==> src/rtl/can_tx_sched.sv <==
module can_tx_sched #(
  parameter int N   = 3,
  parameter int IDW = 11,
  localparam int IW = (N > 1) ? $clog2(N) : 1,
  localparam int CW = $clog2(N + 1)
) (
  input  logic           clk,
  input  logic           rst_n,
  input  logic           order_by_req,
  input  logic           single_shot,
  input  logic           dbg_freeze,
  input  logic [N-1:0]   req_set,
  input  logic [N*IDW-1:0] mb_id,
  input  logic           res_ok,
  input  logic           res_err,
  input  logic           res_arb,
  output logic           tx_start,
  output logic [IW-1:0]  tx_idx,
  output logic [IDW-1:0] tx_id,
  output logic [N-1:0]   pending,
  output logic [N-1:0]   done_flag,
  output logic [N-1:0]   ok_flag,
  output logic [N-1:0]   err_flag,
  output logic [N-1:0]   arb_flag
);

  logic          busy;
  logic [IW-1:0] q  [N];
  logic [IW-1:0] qn [N];
  logic [CW-1:0] qcnt, cn;
  logic [IW-1:0] best_idx, sel;
  logic [IDW-1:0] best_id;
  logic          found, hit;

  wire [N-1:0] app      = req_set & ~pending;
  wire         res_any  = busy & (res_ok | res_err | res_arb);
  wire         retire   = busy & (res_ok | (single_shot & (res_err | res_arb)));
  wire         can_start = ~busy & (|pending) & ~dbg_freeze;

  assign tx_id = mb_id[tx_idx*IDW +: IDW];
  assign sel   = order_by_req ? q[0] : best_idx;

  always_comb begin
    found    = 1'b0;
    best_idx = '0;
    best_id  = '0;
    for (int i = 0; i < N; i++) begin
      if (pending[i] && (!found || mb_id[i*IDW +: IDW] < best_id)) begin
        found    = 1'b1;
        best_idx = IW'(i);
        best_id  = mb_id[i*IDW +: IDW];
      end
    end
  end

  always_comb begin
    qn  = q;
    cn  = qcnt;
    hit = 1'b0;
    for (int k = 0; k < N - 1; k++) begin
      if (retire && k < int'(qcnt) && q[k] == tx_idx) hit = 1'b1;
      if (hit) qn[k] = q[k+1];
    end
    if (retire && qcnt != '0) cn = cn - CW'(1);
    for (int i = 0; i < N; i++) begin
      if (app[i]) begin
        for (int k = 0; k < N; k++)
          if (k == int'(cn)) qn[k] = IW'(i);
        cn = cn + CW'(1);
      end
    end
  end

  always_ff @(posedge clk or negedge rst_n) begin
    if (!rst_n) begin
      busy      <= 1'b0;
      tx_start  <= 1'b0;
      tx_idx    <= '0;
      pending   <= '0;
      done_flag <= '0;
      ok_flag   <= '0;
      err_flag  <= '0;
      arb_flag  <= '0;
      qcnt      <= '0;
      for (int k = 0; k < N; k++) q[k] <= '0;
    end else begin
      tx_start <= can_start;
      if (can_start) begin
        busy   <= 1'b1;
        tx_idx <= sel;
      end else if (res_any) begin
        busy <= 1'b0;
      end
      for (int i = 0; i < N; i++) begin
        if (app[i]) begin
          pending[i]   <= 1'b1;
          done_flag[i] <= 1'b0;
          ok_flag[i]   <= 1'b0;
          err_flag[i]  <= 1'b0;
          arb_flag[i]  <= 1'b0;
        end else if (res_any && tx_idx == IW'(i)) begin
          ok_flag[i]  <= res_ok;
          err_flag[i] <= ~res_ok & res_err;
          arb_flag[i] <= ~res_ok & ~res_err & res_arb;
          if (retire) begin
            pending[i]   <= 1'b0;
            done_flag[i] <= 1'b1;
          end
        end
      end
      q    <= qn;
      qcnt <= cn;
    end
  end

endmodule


==> config.mk <==
export PLATFORM = sky130hd
export DESIGN_NAME = can_tx_sched
export DESIGN_NICKNAME = d
export VERILOG_FILES = /design/src/rtl/can_tx_sched.sv
export SDC_FILE = /design/constraint.sdc
export NUM_CORES = 1
export LEC_CHECK = 0
export BUFFER_PORTS_ARGS = -buffer_cell sky130_fd_sc_hd__buf_2
export CAP_MARGIN = 20
export CELL_PAD_IN_SITES_DETAIL_PLACEMENT = 2
export CELL_PAD_IN_SITES_GLOBAL_PLACEMENT = 2
export CORE_MARGIN = 4
export CORE_UTILIZATION = 33
export CTS_CLUSTER_DIAMETER = 120
export DETAILED_ROUTE_END_ITERATION = 12
export PLACE_DENSITY_LB_ADDON = 0.1
export SKIP_LAST_GASP = 1
export SLEW_MARGIN = 20
export SYNTH_ARGS = -nofsm -noshare
export SYNTH_HDL_FRONTEND = slang
export SYNTH_SLANG_ARGS = --single-unit
==> constraint.sdc <==
create_clock -name clk -period 9.42 [get_ports clk]
set_clock_uncertainty 0.05 [all_clocks]
set_input_delay 0.942 -clock clk [delete_from_list [all_inputs] [get_ports clk]]
set_output_delay 0.942 -clock clk [all_outputs]
set_load 0.05 [all_outputs]
Word-level counts from Yosys, hierarchy flattened. Cells that the tools add are included.

$add $sub $neg: 4. Multipliers: 1. Div/mod/pow operators: 0. Order comparisons: 4. Equality and inequality tests: 10. Shift operators: 1. Mux-type cells: 61. Bitwise gates (word level): 18. Reduce and logical (&&, ||, !) cells: 30.

Operator list (number): $mux W1 (39); $mux W2 (17); $shiftx A33 B7 Y11 (1); $lt A11 B11 Y1 (2); $mux W11 (2); $mux W6 (3); $reduce_bool A2 Y1 (8); $eq A2 B2 Y1 const A (6); $logic_and A1 B1 Y1 (10); $and A1 B1 Y1 (8); $logic_not A2 Y1 (4); $add A2 B1 Y2 const B (3); $mul A2 B4 Y6 const B (1); $reduce_and A2 Y1 (3); $eq A2 B2 Y1 (2); $lt A1 B2 Y1 const A (2); $not A1 Y1 (4); $or A1 B1 Y1 (4); $and A3 B3 Y3 (1); $not A3 Y3 (1); $reduce_or A3 Y1 (1); $eq A2 B1 Y1 const B (1); $eq A2 B2 Y1 const B (1); $logic_not A1 Y1 (2); 2 further kinds (3).

Flip-flop bits (word level): 27. Latch bits: 0. RAM bits: 0. Bits in read-only memories: 0. Memories: 0.

Logic depth before layout (Yosys ltp).
Depth in word-level cells: 15. Gate-level depth with buffers: 18. Depth with buffers taken out: 15.

Worst setup path before layout. No wires, ideal clock.

Path type: register -> register. From: reg pending[0]. To: reg tx_idx[1]. Library setup time: 0.126 ns. Data arrival time: 3.963 ns. Setup slack: 5.281 ns. Stages on the path, launching flop included: 18. Buffers on the path: 3. Clock period less this slack: 4.139 ns. Path through: dfrtp_1 > buf_4 > clkbuf_1 > nand2_1 > ha_1 > nand4_1 > or3_1 > o22ai_1 > o21ai_1 > buf_2 > a21oi_1 > a31oi_1 > ha_1 > nand4_1 > nor4_1 > o311a_1 > a211oi_1 > a311o_1.

Longest elaborated chain between the ends: 10. Elaborated cells on any way between the ends: 17. Those cells by class: 2 x order compare; 6 x mux; 2 x bitwise; 7 x reduce/logical.

RTL lines: start: declaration (line 20) `output logic [N-1:0] pending,`; start signal: assignment (line 79) `pending <= '0;`; start signal: indexed assignment (line 96) `pending[i] <= 1'b1;`; start signal: indexed assignment (line 106) `pending[i] <= 1'b0;`; $mux W11 or $mux W1 (tied branches) (line 48) `if (pending[i] && (!found || mb_id[i*IDW +: IDW] < best_id)) begin`; $lt A11 B11 Y1 or $logic_not A1 Y1 (tied branches) (line 48); $logic_or A1 B1 Y1 (line 48); $logic_and A1 B1 Y1 (line 48); $mux W11 or $mux W1 (tied branches) (line 48); $lt A11 B11 Y1 or $logic_not A1 Y1 (tied branches) (line 48); $logic_or A1 B1 Y1 (line 48); $logic_and A1 B1 Y1 (line 48); $mux W2 (line 48); $mux W2 (line 41) `assign sel = order_by_req ? q[0] : best_idx;`; end signal: assignment (line 90) `tx_idx <= sel;`; end: declaration (line 18) `output logic [IW-1:0] tx_idx,`.

Several ways; a longest one is shown, not always the timed one. A chain may end at the register's enable or synchronous reset.

Final worst setup path. Ends and elaborated chain as after synthesis.

==> impl_metrics.ini <==
[outcome]
status = complete, no violations

[clock_network]
clockBufferDepth = 2
clk_latency_ns = 0.28
clk_pin_slew_ns = 0.10
cts_setup_buffers = 0
cts_tree = built
cts_hold_buf = 0
numCtsBuffers = 3
h-tree-depth = 1
clock-sinks = 27
cts_resized = 0
cts-root-buf = clkbuf_8

[timing]
rsz0062_at_grt = no
fin_crit_ns = 4.68
finalSetupTns_ns = 0
worst_slew_pin_slew_ns = 0.961
max-slew-margin-rel_pct = 35.8
setup_viol = 0
slew_viol_final = 0
finalCritPeriodShare_pct = 49.7
timing.final.hold_violations = 0
timing.hold.ws_ns = 0.474
fmax_mhz = 214

[logic_synthesis]
synth_area_mm2 = 0.00246
synth_edf_count = 0
ys.flop_type = dfrtp_1
netlist_instances = 286
synthAdderAreaFrac_pct = 15.8
yosysSeqAreaShare_pct = 27.4
avgSynthCellArea_um2 = 8.61
syn-num-nets = 361
synth_async_sr_flop_share_pct = 100
synthMuxAreaShare_pct = 10.8
synth.distinct_cells = 48
synth_top_family_by_area = compound AO/OA/AOI/OAI gates
synth-simple-area-share_pct = 14.8
yosys.area_share.xor_xnor_pct = 3.81
yosys_warnings = 0
synth_compound_area_share_pct = 21.5
ys_seq_elements = 27

[worst_setup_path]
critical_path_arrival_ns = 4.80
path_class = flop to flop
setup.worst_path.start_class = flop
crit_slowest_cell = dfrtp_1
crit_chain = nand2_1 -> ha_1 -> nand4_1 -> or3_1 -> o22ai_1 -> o21ai_1 -> buf_4 -> a21oi_1 -> a31oi_1 -> ha_1 -> nand4_1 -> nor4_1 -> o311a_1 -> a211oi_1 -> a311o_1
slowest_delay_ns = 0.80
crit_required_ns = 9.53
crit_fanout = 19
end_kind = flop

[floorplanning]
fp.dieH_um = 94.4
io_pins = 73
core-area_mm2 = 0.00725
rows = 31
dieArea_mm2 = 0.00891
initial_core_util_pct = 33.9
die_w_um = 94.4

[place]
io_buffers = 72
place_inst = 441
dpl.hpwl_mm = 6.18
gp_congestion = 0.773

[final_layout]
num_antenna_cells = 0
post-route-util_pct = 40.3
nFillCells = 876
area_growth_syn_to_layout_pct = 18.7
instances_no_fill = 445
fin_nets = 422
drive_gt1_share_pct = 25.7

[power_and_ir_drop]
peakVddDrop_mv = 0.151
power.density_mw_per_mm2 = 349
power_leakage_uw = 0.00143

[detailed_routing]
top_layer = met4
vias = 2365
wl_met1_mm = 3.20
drt_first_pass_iters = 4
wirelength_mm = 7.75
detail-route-antenna-nets = 0
routed_via_density = 5.31
drt-initial-drc-count = 31
drc = 0
met2_length_mm = 4.18
wl_per_cell_um = 17.4
wl_met3_um = 295

[global_routing]
antenna_found_initial = 0
grt_max_degree = 30
grtUsageTotal_pct = 17.9
grt_pass1_wl_mm = 12.8
grt-ovfl-total = 0
grt_pass1_vias = 2586

[hold_path]
min_path_type = flop to flop

[flow_run]
drv_cap = 0
## path summary, 6_finish.rpt
| path | startpoint | endpoint | slack [ns] | cells after the start |
|---|---|---|---|---|
| max | pending[0]$_DFFE_PN0P_ | tx_idx[1]$_DFFE_PN0P_ | 4.74 | 15 |
| min in group asynchronous | rst_n | q[1]$_DFF_PN0_ | 0.63 | 1 |
| min | done_flag[0]$_DFFE_PN0P_ | done_flag[0]$_DFFE_PN0P_ | 0.47 | 2 |
| max in group asynchronous | rst_n | err_flag[1]$_DFFE_PN0P_ | 8.29 | 1 |
| min reg2reg | done_flag[0]$_DFFE_PN0P_ | done_flag[0]$_DFFE_PN0P_ | 0.47 | 2 |
| max reg2reg | pending[0]$_DFFE_PN0P_ | tx_idx[1]$_DFFE_PN0P_ | 4.74 | 15 |
## area by class of cell
class	instances	area (um2)	share of cell area [%]
Inverter	14	52.6	1.80
Tap cell	99	124	4.24
Clock inverter	1	7.51	0.257
Multi-Input combinational cell	227	1650	56.3
Timing Repair Buffer	74	375	12.8
Sequential cell	27	676	23.1
Clock buffer	3	41.3	1.41
## state kept, by name (all words and copies together), names as in the netlist, 2 cells and up
register	flops
err_flag	3
done_flag	3
q	6
tx_idx	2
pending	3
arb_flag	3
qcnt	2
ok_flag	3
## critical path, delay by kind of cell, from the launching register on
| kind | cells | cell delay (ns) |
|---|---|---|
| buffers and inverters | 1 | 0.32 |
| adder cells (fa/ha/maj) | 2 | 0.72 |
| flip-flops | 1 | 0.80 |
| AND/OR/NAND/NOR | 5 | 1.23 |
| AO/OA/AOI/OAI | 7 | 1.43 |
## Yosys cell counts, types with 2 or more instances
| cell | number | area (um2) |
|---|---|---|
| nor3_1 | 5 | 25.0 |
| a211oi_1 | 2 | 15.0 |
| mux2_2 | 3 | 33.8 |
| a21o_1 | 5 | 37.5 |
| nand2_1 | 39 | 146 |
| a32o_1 | 3 | 30.0 |
| o21a_1 | 3 | 22.5 |
| nor3b_1 | 2 | 15.0 |
| inv_1 | 14 | 52.6 |
| nand4_1 | 3 | 18.8 |
| nor2_1 | 15 | 56.3 |
| xnor2_1 | 4 | 35.0 |
| buf_2 | 6 | 30.0 |
| clkbuf_1 | 8 | 30.0 |
| nor2b_1 | 6 | 37.5 |
| mux2_1 | 2 | 22.5 |
| nand3b_1 | 2 | 15.0 |
| ha_1 | 31 | 388 |
| nor4_1 | 3 | 18.8 |
| dfrtp_1 | 27 | 676 |
| o21ai_0 | 22 | 110 |
| xor2_1 | 3 | 26.3 |
| mux2i_1 | 21 | 210 |
| a221oi_1 | 2 | 17.5 |
| a21oi_1 | 22 | 110 |
| a31oi_1 | 11 | 68.8 |
## routing by layer
layer  GRT usage [%]  vias up
met3            1.91        7
met1            21.1     1169
met5               0        -
met4            4.21        0
li1                -     1146
met2            34.3       43
## cell usage in the layout, fill, tap and decap left out, types with 2 or more instances in the layout
cell and instances:
a221oi_1 2, buf_4 2, nor4_1 3, o21ai_0 22, o21a_1 3, nor3b_1 2
a211oi_1 2, nand3b_1 2, a32o_1 3, mux2_2 3, mux2_1 2, a21oi_1 22
xor2_1 3, nor3_1 5, buf_2 72, nand4_1 3, inv_1 14, nor2_1 15
a31oi_1 11, nand2_1 39, nor2b_1 5, dfrtp_1 27, xnor2_1 4, mux2i_1 21
a21o_1 5, ha_1 31, clkbuf_8 3
## cells by family after synthesis
kind of cell,count (synthesis)
fa+ha+maj,31
xor+xnor,9
buf+inv,32
compound gates,82
mux,26
flops,27
simple gates,79
## through the flow
stage | instance area (um2) | total power (uW) | worst slack [ns]
global route | 2920 | 1110 | 4.23
floorplan | 2460 | 783 | 5.28
detailed placement | 2870 | 963 | 4.59
finish | 2920 | 1020 | 4.74
CTS | 2920 | 1040 | 4.68
global placement | 2870 | 942 | 4.76
## where the power goes
group | internal [uW] | switching [uW] | total [uW]
Clock | 30.1 | 38.5 | 68.6
Combinational | 239 | 469 | 708
Sequential | 160 | 82.2 | 242
No activity file was read; power rests on OpenSTA's default activity.
